### src/rtl/rlb_pkg.sv
package rlb_pkg;

    // Life cycle of one buffer slot.
    typedef enum logic [1:0] {
        SLOT_FREE = 2'd0,
        SLOT_HELD = 2'd1,
        SLOT_SENT = 2'd2
    } slot_state_e;

endpackage

### src/rtl/rlb_find_free.sv
module rlb_find_free #(
    parameter int N     = 8,
    parameter int IDX_W = 3
) (
    input  logic [N-1:0]     free_i,
    output logic             found_o,
    output logic [IDX_W-1:0] idx_o
);

    // Lowest set bit wins: scan from the top so the last hit is the lowest.
    always_comb begin
        found_o = 1'b0;
        idx_o   = '0;
        for (int i = N - 1; i >= 0; i--) begin
            if (free_i[i]) begin
                found_o = 1'b1;
                idx_o   = IDX_W'(i);
            end
        end
    end

endmodule

### src/rtl/rlb_age_match.sv
module rlb_age_match #(
    parameter int DEPTH   = 8,
    parameter int TS_W    = 9,
    parameter int LATENCY = 500
) (
    input  logic [TS_W-1:0]             now_i,
    input  logic [DEPTH-1:0][TS_W-1:0]  ts_i,
    input  logic [DEPTH-1:0]            held_i,
    output logic [DEPTH-1:0]            due_o
);

    localparam logic [TS_W-1:0] AGE_DUE = TS_W'(LATENCY);

    for (genvar g = 0; g < DEPTH; g++) begin : g_slot
        logic [TS_W-1:0] age;
        assign age      = now_i - ts_i[g];
        assign due_o[g] = held_i[g] && (age == AGE_DUE);
    end

endmodule

### src/rtl/rlb_idx_fifo.sv
module rlb_idx_fifo #(
    parameter int DEPTH = 8,
    parameter int IDX_W = 3
) (
    input  logic             clk,
    input  logic             rst_n,
    input  logic             push_i,
    input  logic [IDX_W-1:0] push_idx_i,
    input  logic             pop_i,
    output logic [IDX_W-1:0] head_o,
    output logic             empty_o
);

    localparam int PTR_W = (DEPTH > 1) ? $clog2(DEPTH) : 1;
    localparam int CNT_W = $clog2(DEPTH + 1);

    typedef struct packed {
        logic [DEPTH-1:0][IDX_W-1:0] mem;
        logic [PTR_W-1:0]            rd;
        logic [PTR_W-1:0]            wr;
        logic [CNT_W-1:0]            cnt;
    } fifo_t;

    fifo_t q, d;

    function automatic logic [PTR_W-1:0] bump(input logic [PTR_W-1:0] p);
        return (p == PTR_W'(DEPTH - 1)) ? '0 : p + PTR_W'(1);
    endfunction

    always_comb begin
        d = q;
        if (push_i) begin
            d.mem[q.wr] = push_idx_i;
            d.wr        = bump(q.wr);
        end
        if (pop_i) begin
            d.rd = bump(q.rd);
        end
        if (push_i && !pop_i) begin
            d.cnt = q.cnt + CNT_W'(1);
        end else if (pop_i && !push_i) begin
            d.cnt = q.cnt - CNT_W'(1);
        end
    end

    always_ff @(posedge clk) begin
        if (!rst_n) begin
            q <= '0;
        end else begin
            q <= d;
        end
    end

    assign head_o  = q.mem[q.rd];
    assign empty_o = (q.cnt == '0);

endmodule

### src/rtl/region_latency_buffer.sv
module region_latency_buffer
    import rlb_pkg::*;
#(
    parameter int NPIX    = 16,
    parameter int TOT_W   = 5,
    parameter int TS_W    = 9,
    parameter int LATENCY = 500,
    parameter int DEPTH   = 8,
    parameter int OVF_W   = 8
) (
    input  logic                  clk,
    input  logic                  rst_n,
    input  logic [NPIX-1:0]       hit_i,
    input  logic [NPIX*TOT_W-1:0] tot_i,
    input  logic                  trig_i,
    input  logic                  out_ready_i,
    output logic                  out_valid_o,
    output logic [TS_W-1:0]       out_ts_o,
    output logic [NPIX-1:0]       out_map_o,
    output logic [NPIX*TOT_W-1:0] out_tot_o,
    output logic [OVF_W-1:0]      ovf_count_o
);

    localparam int IDX_W = (DEPTH > 1) ? $clog2(DEPTH) : 1;
    localparam int CHG_W = NPIX * TOT_W;

    typedef struct packed {
        logic [TS_W-1:0]                now;
        logic [OVF_W-1:0]               ovf;
        slot_state_e [DEPTH-1:0]        st;
        logic [DEPTH-1:0][TS_W-1:0]     ts;
        logic [DEPTH-1:0][NPIX-1:0]     map;
        logic [DEPTH-1:0][CHG_W-1:0]    chg;
    } regs_t;

    regs_t q, d;

    logic [DEPTH-1:0] free_vec;
    logic [DEPTH-1:0] held_vec;
    logic [DEPTH-1:0] due_vec;
    logic             free_found;
    logic [IDX_W-1:0] free_idx;
    logic [IDX_W-1:0] match_idx;
    logic             match_push;
    logic [IDX_W-1:0] head_idx;
    logic             fifo_empty;
    logic             handshake;
    logic [CHG_W-1:0] masked_chg;
    logic [TS_W-1:0]  now_q;

    for (genvar g = 0; g < DEPTH; g++) begin : g_state
        assign free_vec[g] = (q.st[g] == SLOT_FREE);
        assign held_vec[g] = (q.st[g] == SLOT_HELD);
    end

    rlb_find_free #(
        .N     (DEPTH),
        .IDX_W (IDX_W)
    ) u_free (
        .free_i  (free_vec),
        .found_o (free_found),
        .idx_o   (free_idx)
    );

    rlb_age_match #(
        .DEPTH   (DEPTH),
        .TS_W    (TS_W),
        .LATENCY (LATENCY)
    ) u_match (
        .now_i  (q.now),
        .ts_i   (q.ts),
        .held_i (held_vec),
        .due_o  (due_vec)
    );

    // Slot index of the (single) due slot.
    always_comb begin
        match_idx = '0;
        for (int i = 0; i < DEPTH; i++) begin
            if (due_vec[i]) begin
                match_idx = IDX_W'(i);
            end
        end
    end

    assign match_push = trig_i && (|due_vec);

    rlb_idx_fifo #(
        .DEPTH (DEPTH),
        .IDX_W (IDX_W)
    ) u_order (
        .clk        (clk),
        .rst_n      (rst_n),
        .push_i     (match_push),
        .push_idx_i (match_idx),
        .pop_i      (handshake),
        .head_o     (head_idx),
        .empty_o    (fifo_empty)
    );

    assign out_valid_o = !fifo_empty;
    assign handshake   = out_valid_o && out_ready_i;

    // Charges of pixels that did not fire are cleared before storage.
    always_comb begin
        for (int p = 0; p < NPIX; p++) begin
            masked_chg[p*TOT_W +: TOT_W] = tot_i[p*TOT_W +: TOT_W] & {TOT_W{hit_i[p]}};
        end
    end

    always_comb begin
        d     = q;
        d.now = q.now + TS_W'(1);

        if (handshake) begin
            d.st[head_idx] = SLOT_FREE;
        end

        for (int i = 0; i < DEPTH; i++) begin
            if (due_vec[i]) begin
                d.st[i] = trig_i ? SLOT_SENT : SLOT_FREE;
            end
        end

        // Allocation sees only slots that were already free at the edge.
        if (|hit_i) begin
            if (free_found) begin
                d.st[free_idx]  = SLOT_HELD;
                d.ts[free_idx]  = q.now;
                d.map[free_idx] = hit_i;
                d.chg[free_idx] = masked_chg;
            end else if (q.ovf != {OVF_W{1'b1}}) begin
                d.ovf = q.ovf + OVF_W'(1);
            end
        end
    end

    always_ff @(posedge clk) begin
        if (!rst_n) begin
            q <= '0;
        end else begin
            q <= d;
        end
    end

    assign out_ts_o    = q.ts[head_idx];
    assign out_map_o   = q.map[head_idx];
    assign out_tot_o   = q.chg[head_idx];
    assign ovf_count_o = q.ovf;
    assign now_q       = q.now;

endmodule

### config.mk
export PLATFORM = sky130hd
export DESIGN_NAME = region_latency_buffer
export DESIGN_NICKNAME = d
export VERILOG_FILES = /design/src/rtl/rlb_pkg.sv /design/src/rtl/rlb_find_free.sv /design/src/rtl/rlb_age_match.sv /design/src/rtl/rlb_idx_fifo.sv /design/src/rtl/region_latency_buffer.sv
export SDC_FILE = /design/constraint.sdc
export NUM_CORES = 2
export LEC_CHECK = 0
export BUFFER_PORTS_ARGS = -buffer_cell sky130_fd_sc_hd__clkbuf_2
export CAP_MARGIN = 20
export CORE_MARGIN = 2
export CORE_UTILIZATION = 55
export DETAILED_ROUTE_END_ITERATION = 8
export PLACE_DENSITY = 0.77
export REMOVE_ABC_BUFFERS = 1
export SLEW_MARGIN = 20
export SYNTH_ARGS = -nofsm -noshare
export SYNTH_HDL_FRONTEND = slang
export SYNTH_SLANG_ARGS = --single-unit
### constraint.sdc
create_clock -name clk -period 10.3 [get_ports clk]
set_input_delay 2.575 -clock clk [delete_from_list [all_inputs] [get_ports clk]]
set_output_delay 2.575 -clock clk [all_outputs]
set_load 0.03 [all_outputs]
==> reports/qor.yml <==
grt_max_degree: 215
yosysWarnings: 0
drive_gt1_frac: 0.0823
worst-setup-path-type: "flip-flop to primary output"
numCtsBuffers: 95
vias_per_cell: 5.94
setup.worst_path.end_class: "primary output"
crit_fanout: 182
wl_met1_um: 50900
fin_cells: 6536
tns_ns: 0
ctsResizeCount: 0
p_total_uw: 7740
postSynthAreaPerCell_um2: 7.40
yosysMostFrequentCell: "nand2_1"
synth_common_cells: "1,388 x nand2_1, 1,215 x nand3_1, 907 x dfxtp_1"
required_ns: 7.73
syn_area_um2: 41600
synthFlopType: "dfxtp_1"
grt_overflow_total: 0
cap_violations: 0
yosysTopAreaCellShare: 0.436
slew_headroom: 0.239
areaGrowthSynthToFinish_pct: 9.77
synth_area_leaders: "dfxtp_1 44%, nand3_1 15%, nand2_1 13%"
r2r_end: "u_order.q[3]"
synth_cell_types: 77
globalRouteTotalUtil: 0.293
grt_pass1_vias: 35603
insertion_delay_ns: 0.67
worstRegToRegCells: 15
wl_met2_um: 55900
dp_hpwl_um: 65200
clockBufferDepth: 3
holdCritPathClass: "flip-flop to flip-flop"
drc: 0
die_h_um: 279
cts_tree: "done"
drv_slew: 0
startpoint: "u_order.q[7]"
vias: 38821
routed_wl_um: 118000
hold_ws_ns: 0.461
power.leakage_uw: 0.0161
synth_edf_count: 0
dr_wl_met3_um: 8030
dp_cells: 6360
tightest_slew_ns: 1.13
timing.final.crit_period_ns: 7.29
synth-seq-cells: 907
hold_viol: 0
io_pins: 214
nets: 5663
rsz0062_at_grt: "false"
cp.arrival_ns: 4.72
worstHoldStart: "u_order.q[23]"
finalClockSkew_ns: 0.0330
highest_layer: "met5"
r2r_start: "now_q[5]"
seq_area_frac_synth: 0.436
cts-htree-levels: 3
post_cts_buffers: 0
antenna_left: 0
crit_end: "out_tot_o[62]"
async_flop_share: 0
ir_worst_vdd_mv: 0.197
syn_inst: 5629
dieArea_um2: 77900
port_buffers: 213
fmax_ghz: 0.137
worst-r2r-setup-slack_ns: 5.26
fin_area_um2: 45700
place_area_um2: 42500
clk_pin_slew_worst_paths_ns: 0.06
timing.final.crit_share: 0.708
powerDensity_nw_per_um2: 169
drtPass1Iterations: 7
fp-row-count: 100
routedWlPerCell_um: 18.0
die_x_um: 279
outcome: "completed"
cts.sinks: 907
synth_largest_area_cell: "dfxtp_1"
gp_congestion: 0.885
setup_viol: 0
start_util: 0.558
cts_hold_buffers: 0
cp-start-kind: "flip-flop"
grt_first_pass_wirelength_um: 188000
antenna_found_initial: 2
drt_iter0_drc: 3921
fp.coreArea_um2: 74700
root_buffer: "clkbuf_16"
==> through the flow <==
stage                     worst slack [ns]  utilization
after global routing                  2.77        0.612
after detailed placement              3.80        0.569
after floorplan                     -13.27            -
after global placement                3.84        0.569
final                                 3.01        0.612
after CTS                             3.09        0.612
==> worst min path at each step <==
| stage | to | depth (start not counted) |
|---|---|---|
| 2_1_floorplan | q[809] | 2 |
| 3_3_place_gp | q[479] | 2 |
| 3_5_place_dp | q[479] | 2 |
| 4_1_cts | q[479] | 2 |
| 5_1_grt | q[548] | 2 |
| 6_report | u_order.q[23] | 2 |
==> per-layer routing <==
layer	vias to the layer above	global-route usage
li1	19023	-
met1	18266	0.388
met2	1339	0.495
met3	191	0.0376
met4	2	0.0947
met5	-	0
==> registers in the layout (all words and copies together) (netlist names) <==
| register | flops |
|---|---|
| now_q | 9 |
| u_order.q | 34 |
| ovf_count_o | 8 |
| q | 856 |
==> worst max-delay path, stage by stage, from the launching register on <==
cell,delay (ns)
dfxtp_1,0.61
mux4_2,0.62
mux2i_4,0.18
buf_12,0.65
buf_4,0.79
nand2_1,0.11
nand3_1,0.11
nand2_1,0.05
o21ai_0,0.38
clkbuf_2,0.29
==> placed cells by master, fill, tap and decap left out, types with 16 or more instances in the layout <==
| cell | count |
|---|---|
| clkbuf_2 | 212 |
| and2_1 | 22 |
| xnor2_1 | 29 |
| ha_1 | 73 |
| nand3_1 | 1214 |
| a21oi_1 | 31 |
| mux2i_1 | 26 |
| inv_1 | 68 |
| nor2b_1 | 22 |
| o21ai_0 | 768 |
| buf_4 | 40 |
| nor2_1 | 66 |
| o21ai_1 | 16 |
| a21boi_0 | 208 |
| clkbuf_8 | 22 |
| clkinv_2 | 21 |
| dfxtp_1 | 907 |
| clkbuf_16 | 97 |
| o211ai_1 | 42 |
| clkbuf_1 | 19 |
| nand2_1 | 1383 |
| nor3_1 | 18 |
==> cell type report <==
class	instances	area, um^2
antenna	2	5.00
sequential	907	18200
inverter	68	255
clock inverter	35	368
timing repair buffer	260	1510
clock buffer	138	2800
multi-input combinational	4157	21400
tap	969	1210
fill	6747	29000
==> logic make-up after synthesis <==
family | share of synthesized area
compound gates | 0.163
xor+xnor | 0.00979
fa+ha+maj | 0.0224
buf+inv | 0.0539
flops | 0.436
mux | 0.0110
simple gates | 0.304
==> report_power, final <==
part	total [uW]	switching, uW	internal [uW]
clock network	3460	1440	2020
registers	3640	52.4	3590
logic	643	455	187
total	7740	1950	5790
No activity file was read; power rests on OpenSTA's default activity.
